File: config.mk
export PLATFORM = sky130hd
export DESIGN_NAME = lcd_busy_writer
export DESIGN_NICKNAME = d
export VERILOG_FILES = /design/src/rtl/lcdm_pkg.sv /design/src/rtl/lcdm_strobe_timer.sv /design/src/rtl/lcdm_poll_guard.sv /design/src/rtl/lcd_busy_writer.sv
export SDC_FILE = /design/constraint.sdc
export NUM_CORES = 1
export LEC_CHECK = 0
export ABC_AREA = 1
export BUFFER_PORTS_ARGS = -buffer_cell sky130_fd_sc_hd__buf_2
export CORE_MARGIN = 2
export CORE_UTILIZATION = 35
export CTS_CLUSTER_DIAMETER = 120
export DETAILED_ROUTE_END_ITERATION = 8
export HOLD_SLACK_MARGIN = 0.02
export PLACE_DENSITY_LB_ADDON = 0.3
export SYNTH_ARGS = -nofsm -noshare
export SYNTH_HDL_FRONTEND = slang
export SYNTH_SLANG_ARGS = --single-unit
File: constraint.sdc
create_clock -name clk -period 3.69 [get_ports clk]
set_input_delay 0.1845 -clock clk [delete_from_list [all_inputs] [get_ports clk]]
set_output_delay 0.1845 -clock clk [all_outputs]
set_load 0.005 [all_outputs]
File: src/rtl/lcdm_pkg.sv
package lcdm_pkg;

  typedef enum logic [2:0] {
    S_IDLE = 3'd0,
    S_PSET = 3'd1,
    S_PEN  = 3'd2,
    S_WSET = 3'd3,
    S_WEN  = 3'd4
  } state_t;

  localparam int BUSY_BIT = 7;

  // counter width able to hold values 0..n
  function automatic int cnt_w(input int n);
    return (n < 1) ? 1 : $clog2(n + 1);
  endfunction

endpackage

File: src/rtl/lcdm_strobe_timer.sv
module lcdm_strobe_timer #(
  parameter int HOLD = 4
) (
  input  logic clk,
  input  logic rst_n,
  input  logic run,
  output logic last
);
  localparam int W = lcdm_pkg::cnt_w(HOLD);
  localparam logic [W-1:0] LAST_V = W'(HOLD - 1);

  logic [W-1:0] cnt;

  assign last = run && (cnt == LAST_V);

  always_ff @(posedge clk) begin
    if (!rst_n)              cnt <= '0;
    else if (run && !last)   cnt <= cnt + 1'b1;
    else                     cnt <= '0;
  end
endmodule

File: src/rtl/lcdm_poll_guard.sv
module lcdm_poll_guard #(
  parameter int LIMIT = 4096
) (
  input  logic clk,
  input  logic rst_n,
  input  logic clear,
  input  logic busy_seen,
  output logic limit_hit
);
  localparam int W = lcdm_pkg::cnt_w(LIMIT);
  localparam logic [W-1:0] LAST_V = W'(LIMIT - 1);

  logic [W-1:0] cnt;

  assign limit_hit = busy_seen && (cnt == LAST_V);

  always_ff @(posedge clk) begin
    if (!rst_n)          cnt <= '0;
    else if (clear)      cnt <= '0;
    else if (busy_seen)  cnt <= cnt + 1'b1;
  end
endmodule

File: src/rtl/lcd_busy_writer.sv
module lcd_busy_writer
  import lcdm_pkg::*;
#(
  parameter int EN_HOLD    = 4,
  parameter int POLL_LIMIT = 4096
) (
  input  logic       clk,
  input  logic       rst_n,
  input  logic       req_valid,
  output logic       req_ready,
  input  logic       req_is_data,
  input  logic [7:0] req_byte,
  output logic       lcd_rs,
  output logic       lcd_rw,
  output logic       lcd_en,
  output logic [7:0] lcd_d_o,
  output logic       lcd_d_oe,
  input  logic [7:0] lcd_d_i,
  output logic       poll_err
);
  localparam int EW = cnt_w(EN_HOLD + 1);
  localparam int PW = cnt_w(POLL_LIMIT + 1);
  localparam logic [EW-1:0] HOLD_V  = EW'(EN_HOLD);
  localparam logic [PW-1:0] LIMIT_V = PW'(POLL_LIMIT);

  state_t     state;
  logic       is_data_q;
  logic [7:0] byte_q;
  logic       err_q;

  // named internal events
  logic accept, en_run, strobe_last, poll_done, busy_now, busy_seen, limit_hit;
  logic in_read, in_write;
  logic unused_status_bits;

  assign accept    = req_valid && req_ready;
  assign in_read   = (state == S_PSET) || (state == S_PEN);
  assign in_write  = (state == S_WSET) || (state == S_WEN);
  assign en_run    = (state == S_PEN) || (state == S_WEN);
  assign poll_done = (state == S_PEN) && strobe_last;
  assign busy_now  = lcd_d_i[BUSY_BIT];
  assign busy_seen = poll_done && busy_now;
  assign unused_status_bits = ^lcd_d_i[6:0];

  lcdm_strobe_timer #(.HOLD(EN_HOLD)) u_timer (
    .clk  (clk),
    .rst_n(rst_n),
    .run  (en_run),
    .last (strobe_last)
  );

  lcdm_poll_guard #(.LIMIT(POLL_LIMIT)) u_guard (
    .clk      (clk),
    .rst_n    (rst_n),
    .clear    (accept),
    .busy_seen(busy_seen),
    .limit_hit(limit_hit)
  );

  always_ff @(posedge clk) begin
    if (!rst_n) begin
      state     <= S_IDLE;
      is_data_q <= 1'b0;
      byte_q    <= '0;
      err_q     <= 1'b0;
    end else begin
      case (state)
        S_IDLE: if (accept) begin
          byte_q    <= req_byte;
          is_data_q <= req_is_data;
          err_q     <= 1'b0;
          state     <= S_PSET;
        end
        S_PSET: state <= S_PEN;
        S_PEN: if (poll_done) begin
          if (!busy_now)      state <= S_WSET;
          else if (limit_hit) begin
            err_q <= 1'b1;
            state <= S_IDLE;
          end else            state <= S_PSET;
        end
        S_WSET: state <= S_WEN;
        S_WEN:  if (strobe_last) state <= S_IDLE;
        default: state <= S_IDLE;
      endcase
    end
  end

  assign req_ready = (state == S_IDLE);
  assign lcd_en    = en_run;
  assign lcd_rw    = in_read;
  assign lcd_rs    = in_write && is_data_q;
  assign lcd_d_oe  = in_write;
  assign lcd_d_o   = in_write ? byte_q : 8'h00;
  assign poll_err  = err_q;

  // ---------------- checking state, driven apart from the FSM ----------------
  logic [EW-1:0] en_len;
  logic [PW-1:0] poll_cnt;
  logic          ready_seen;

  always_ff @(posedge clk) begin
    if (!rst_n) begin
      en_len     <= '0;
      poll_cnt   <= '0;
      ready_seen <= 1'b0;
    end else begin
      en_len <= lcd_en ? en_len + 1'b1 : '0;
      if (accept) begin
        poll_cnt   <= '0;
        ready_seen <= 1'b0;
      end else if (poll_done) begin
        poll_cnt   <= poll_cnt + 1'b1;
        ready_seen <= !busy_now;
      end
    end
  end


  bus_dir_chk: assert property (@(posedge clk) disable iff (!rst_n)
    lcd_d_oe |-> !lcd_rw);


  setup_chk: assert property (@(posedge clk) disable iff (!rst_n)
    $rose(lcd_en) |-> ($stable(lcd_rs) && $stable(lcd_rw)));


  en_width_chk: assert property (@(posedge clk) disable iff (!rst_n)
    $fell(lcd_en) |-> (en_len == HOLD_V));


  ready_low_chk: assert property (@(posedge clk) disable iff (!rst_n)
    lcd_en |-> !req_ready);


  wr_after_ready_chk: assert property (@(posedge clk) disable iff (!rst_n)
    ($rose(lcd_en) && !lcd_rw) |-> ready_seen);


  err_limit_chk: assert property (@(posedge clk) disable iff (!rst_n)
    $rose(poll_err) |-> (poll_cnt == LIMIT_V));


  err_hold_chk: assert property (@(posedge clk) disable iff (!rst_n)
    (poll_err && !accept) |=> poll_err);

endmodule

==> run metrics, run 1 <==
status=complete, no violations; top cell type's share of synthesized area=40.0%; leading post-synthesis cells by cell area=dfxtp_1 40%, nand2_1 14%, a21oi_1 8.3%, inv_1 6.2%, nor2_1 6.2%; CTS tree=done; Mapped Cells=210; Fin. Hold Viols=0; crit path DAT=1910 ps; 1st-pass router iterations=4; Synth Register Bits=29; number of fill cells=428; CP Cell Sequence=ha_1 -> ha_1 -> nand4_2 -> nor2_4 -> nand2_2 -> or2_0 -> a21oi_2; Area Overhead vs Synth=18.6%; internal power=0.000664 W; total die area=4680 sq um; final worst slack=1990 ps; ANT nets after route=0; FMAX=589 MHz; num rows=23; Power Dens Cells=561 nW/um^2; CP max stage delay=350 ps; GRT Util Overall=14.4%; Worst Clk Skew=2.94 ps; sequential power share=39.6%; cts bufs inserted=5; cell accounting for the most synthesized area=dfxtp_1; total of max-cap violations=0; crit-path max FO=16; antenna violations before repair=0; core area=4000 sq um; Reg clk slew, reported paths=60 ps; RePlAce Congestion=0.774; maximum buffer depth of the clock tree=2; initial core utilization=36.3%; post-cts resize count=0; Mapped Nets=233; PortBufs=26; Hold Path Class=input port to flip-flop; cts hold-fix bufs=0; Gate power share=25.1%; most frequent cells in the layout=54 x nand2_1, 29 x dfxtp_1, 26 x buf_2; hold slack final=181 ps; most common cell after layout, fill and taps aside=nand2_1; Leak=0.697 nW; wire per inst=9.90 um; Worst path slowest cell=dfxtp_1; minimum clock period=1700 ps; syn avg cell area=6.92 sq um; Netlist Area Pre-Place=1450 sq um; share of cells above drive strength 1=20.9%; vias in the first global route=1152; worst slack, placed=1990 ps; RSZ-0062 raised after global routing=false; Worst Max-Slew Pin Slew=546 ps; CP endpoint kind=flip-flop; switching share of power=31.3%; postcts setup bufs=0; ant diodes=0; global-route wire length before repair=5030 um; cell chosen for the clock root=clkbuf_8; largest net degree at the start of global routing=21; H-tree depth=2; period utilization=46.0%; clock power share=35.3%; io pins=34; Die H=68.4 um; Ys Warns=0; Crit path max-delay family=simple AND/OR/NAND/NOR gates; die width=68.4 um; Congestion Overflow GR=0; Final nets=261; CP bufs+invs=0; WL final=2860 um; drc violations=0; Distinct cells, synth=29; Psw=0.000302 W; critical path class=flip-flop to flip-flop; VDD IR max=371 uV; Max Slew Vio Count=0; Req. time, crit path=3900 ps; slew margin rel.=63.5%; drt via density=4.54; register area share after synthesis=40.0%; 1st-iter DRT viols=53; Clk Latency, worst-skew pair=280 ps; setup TNS=0 ps; Via Count=1311; critical path launch point type=flip-flop; clk sink count=29; dpl hpwl=2050 um; # setup viols final=0; most frequent CP cell=ha_1
## routing by layer
| layer | track usage (%) | part of all wire, % | up-vias |
|---|---|---|---|
| met4 | 6.75 | 1.9 | 0 |
| li1 | - | - | 718 |
| met1 | 18.2 | 48 | 556 |
| met3 | 4.77 | 5.2 | 6 |
| met5 | 0 | 0 | - |
| met2 | 22.0 | 45 | 31 |
## worst paths after layout
check                                     from        endpoint  slack, ps  cells past startpoint
worst max register to register  u_timer.cnt[0]  u_guard.cnt[4]       1990                      7
worst min register to register  u_timer.cnt[0]  u_timer.cnt[0]        440                      1
worst max-delay path            u_timer.cnt[0]  u_guard.cnt[4]       1990                      7
worst min-delay path               req_byte[3]       byte_q[3]        180                      3
## registers in the layout (all words and copies together), names as in the netlist
register and flops:
is_data_q 1, state 3, poll_err 1, u_timer.cnt 3, byte_q 8, u_guard.cnt 13
## worst min-delay path, cell delays in order
cell and delay (ps):
buf_2 80, o21ai_2 50, a21oi_1 100
## stage by stage
step	cells	utilization [%]	total power (W)	instance area [sq um]
4_1_cts	289	43.1	0.000975	1720
3_3_place_gp	281	40.2	0.000631	1610
6_report	289	43.1	0.000966	1720
3_5_place_dp	281	40.2	0.000634	1610
2_1_floorplan	210	-	0.000576	1450
5_1_grt	289	43.1	0.00103	1720
## final cells by class
type	instances	area, sq um	area share (%)
clock inverter	1	30.0	1.74
timing repair buffer	26	130	7.55
clock buffer	7	86.3	5.01
multi-input combinational	147	724	42.0
sequential	29	581	33.7
inverter	29	109	6.32
tap	50	62.6	3.63
## power by group through the flow
stage                     logic [W]  registers [W]  clock network [W]
after global placement     0.000243       0.000388                  0
after floorplan            0.000190       0.000386                  0
after CTS                  0.000245       0.000383           0.000347
after global routing       0.000281       0.000388           0.000362
final                      0.000243       0.000383           0.000341
after detailed placement   0.000244       0.000390                  0
## cell families (layout without fill, tap and decap cells)
| kind of cell | Yosys count | count (layout) | synth area share [%] |
|---|---|---|---|
| buffers and inverters | 34 | 63 | 10.2 |
| XOR/XNOR | 2 | 2 | 1.21 |
| AO/OA/AOI/OAI | 39 | 39 | 14.2 |
| AND/OR/NAND/NOR | 103 | 103 | 31.9 |
| adder cells (fa/ha/maj) | 3 | 3 | 2.58 |
| flip-flops | 29 | 29 | 40.0 |
## Yosys cell counts (all sizes together)
library cell	count
a21boi	1
a21oi	25
and3	1
buf	5
dfxtp	29
ha	3
inv	29
nand2	57
nand3	7
nand3b	2
nand4	5
nor2	28
nor3	2
o21ai	12
o22ai	1
or2	1
xnor2	2
No activity file was read; power rests on OpenSTA's default activity.
==> run 2, diff against run 1 <==
clock period = 1.58 ns   (was 3.69 ns; I/O delays follow)
==> run 2 against run 1 <==
Compared with the run above: largest power group unchanged; flip-flop and latch count did not move; global-route usage barely moved; critical path type unchanged; total power rose by 140%; critical endpoint unchanged; worst hold slack got worse by 120 ps; die area did not move; critical path depth rose by 1; combinational power rose by 140%; highest routed layer unchanged; sequential power rose by 130%.
==> run metrics, run 2 (synthesized netlist as in run 1, its figures left out) <==
minimum clock period=1490 ps (-212 ps); Final nets=272 (+4.2%); final worst slack=92.5 ps (-1900 ps); worst slack, placed=94.5 ps (-1900 ps); Final Util=45.5% (+2.4 points); # setup viols final=0 (unchanged); clk sink count=29 (unchanged); drt via density=4.70 (+3.5%); maximum buffer depth of the clock tree=2 (unchanged); VDD IR max=874 uV (+140%); drc violations=0 (unchanged); crit-path max FO=3 (-13); PortBufs=26 (unchanged); ANT nets after route=0 (unchanged); Max Slew Vio Count=0 (unchanged); CP bufs+invs=1 (+1); Clk Latency, worst-skew pair=280 ps (about the same); Non-Filler Instances=300 (+3.8%); Worst path slowest cell=dfxtp_2; cell chosen for the clock root=clkbuf_8; dpl hpwl=2210 um (+7.3%); WL final=3020 um (+5.5%); critical path class=flip-flop to flip-flop; total of max-cap violations=0 (unchanged); FMAX=672 MHz (+14%); share of cells above drive strength 1=26.0% (+5.1 points); Via Count=1409 (+7.5%); area of the multi-input gates=732 sq um (+1.0%); io pins=34 (unchanged); Placed Area=1660 sq um (+3.3%); CP endpoint kind=flip-flop; antenna violations before repair=0 (unchanged); most common cell after layout, fill and taps aside=nand2_1; Fin. Hold Viols=0 (unchanged); CP max stage delay=330 ps (-20 ps); CP Cell Sequence=ha_1 -> ha_2 -> nand4_2 -> nor2_4 -> buf_4 -> nand2_2 -> or2_0 -> a21oi_2; Worst Max-Slew Pin Slew=239 ps (-307 ps); crit path DAT=1710 ps (-200 ps); cts bufs inserted=5 (unchanged); largest net degree at the start of global routing=20 (-4.8%); wire per inst=10.1 um (+1.6%); Hold Path Class=input port to flip-flop; initial core utilization=36.3% (unchanged); cts hold-fix bufs=0 (unchanged); Die H=68.4 um (unchanged); most frequent cells in the layout=54 x nand2_1, 27 x dfxtp_1, 26 x buf_2; Worst Clk Skew=4.04 ps (+1.10 ps); register area=583 sq um (+0.43%); Congestion Overflow GR=0 (unchanged); slew margin rel.=84.0% (+20 points); Largest Register=u_guard.cnt; Req. time, crit path=1800 ps (-2100 ps); Leak=0.767 nW (+10%); Largest register FFs=13 (unchanged); vias in the first global route=1154 (+0.17%); Area Overhead vs Synth=25.2%; 1st-pass router iterations=4 (unchanged); design area=1820 sq um (+5.6%); period utilization=94.1% (+48 points); total die area=4680 sq um (unchanged); placed cells=288 (+2.5%); Power Dens Cells=1250 nW/um^2 (+120%); 1st-iter DRT viols=24 (-55%); critical path launch point type=flip-flop; die width=68.4 um (unchanged); num rows=23 (unchanged); global-route wire length before repair=4950 um (-1.7%); Crit path max-delay family=simple AND/OR/NAND/NOR gates; CTS tree=done; number of fill cells=418 (-2.3%); H-tree depth=2 (unchanged); ant diodes=0 (unchanged); GRT Util Overall=14.4% (about the same); status=complete, no violations; RePlAce Congestion=0.786 (+1.5%); core area=4000 sq um (unchanged); largest registers=u_guard.cnt: 13 flops, byte_q: 8 flops; Reg clk slew, reported paths=70 ps (about the same)
## run 2: cell count changes in the layout (fill, tap and decap cells not counted), sizes merged
| cell | previous run | this run |
|---|---|---|
| dlymetal6s2s | 0 | 1 |
| buf | 26 | 36 |
| clkbuf | 7 | 5 |
| clkinv | 0 | 1 |
| clkinvlp | 0 | 1 |
## run 2: per-layer routing
metal,GRT usage (%),routed length (um)
met1,16.9,1450
met2,23.4,1360
met3,4.77,150
met4,6.75,53
met5,0,0
## run 2: final cells by class
| cell class | count | area share [%] |
|---|---|---|
| clock buffers | 5 | 3.78 |
| repair buffers | 37 | 12.0 |
| well taps | 50 | 3.44 |
| inverters | 29 | 5.98 |
| multi-input cells | 147 | 40.2 |
| clock inverters | 3 | 2.54 |
| flip-flops and latches | 29 | 32.0 |
## run 2: timing repair
item	CTS	global route
hold endpoints to repair	0	0
resized for setup	0	4
buffers inserted	0	4
endpoints found under the setup margin	0	16
## run 2: path summary, 6_finish.rpt
path | from | endpoint | slack [ps] | cells past startpoint
setup / recovery | u_timer.cnt[0] | u_guard.cnt[4] | 90 | 8
hold / removal | req_byte[3] | byte_q[3] | 60 | 3
setup reg to reg | u_timer.cnt[0] | u_guard.cnt[4] | 90 | 8
hold reg to reg | u_timer.cnt[0] | u_timer.cnt[0] | 400 | 1
## run 2: stage by stage
stage | power [W] | setup TNS [ps] | hold WS (ps)
after CTS | 0.00231 | 0 | 53.2
final | 0.00228 | 0 | 62.7
after global routing | 0.00243 | -21.1 | 67.7
after global placement | 0.00150 | 0 | 353
after floorplan | 0.00134 | 0 | 241
after detailed placement | 0.00151 | 0 | 356
## run 2: report_power, final
part           switching (W)  leakage [nW]  internal, W
combinational       0.000376         0.476     0.000217
sequential         0.0000508         0.237     0.000844
clock               0.000316        0.0543     0.000471
total               0.000743         0.767      0.00153
## run 2: worst reg2reg max path: stages, from the launching register on
cell,delay (ps)
dfxtp_2,330
ha_1,140
ha_2,180
nand4_2,140
nor2_4,150
buf_4,130
nand2_2,40
or2_0,210
a21oi_2,110
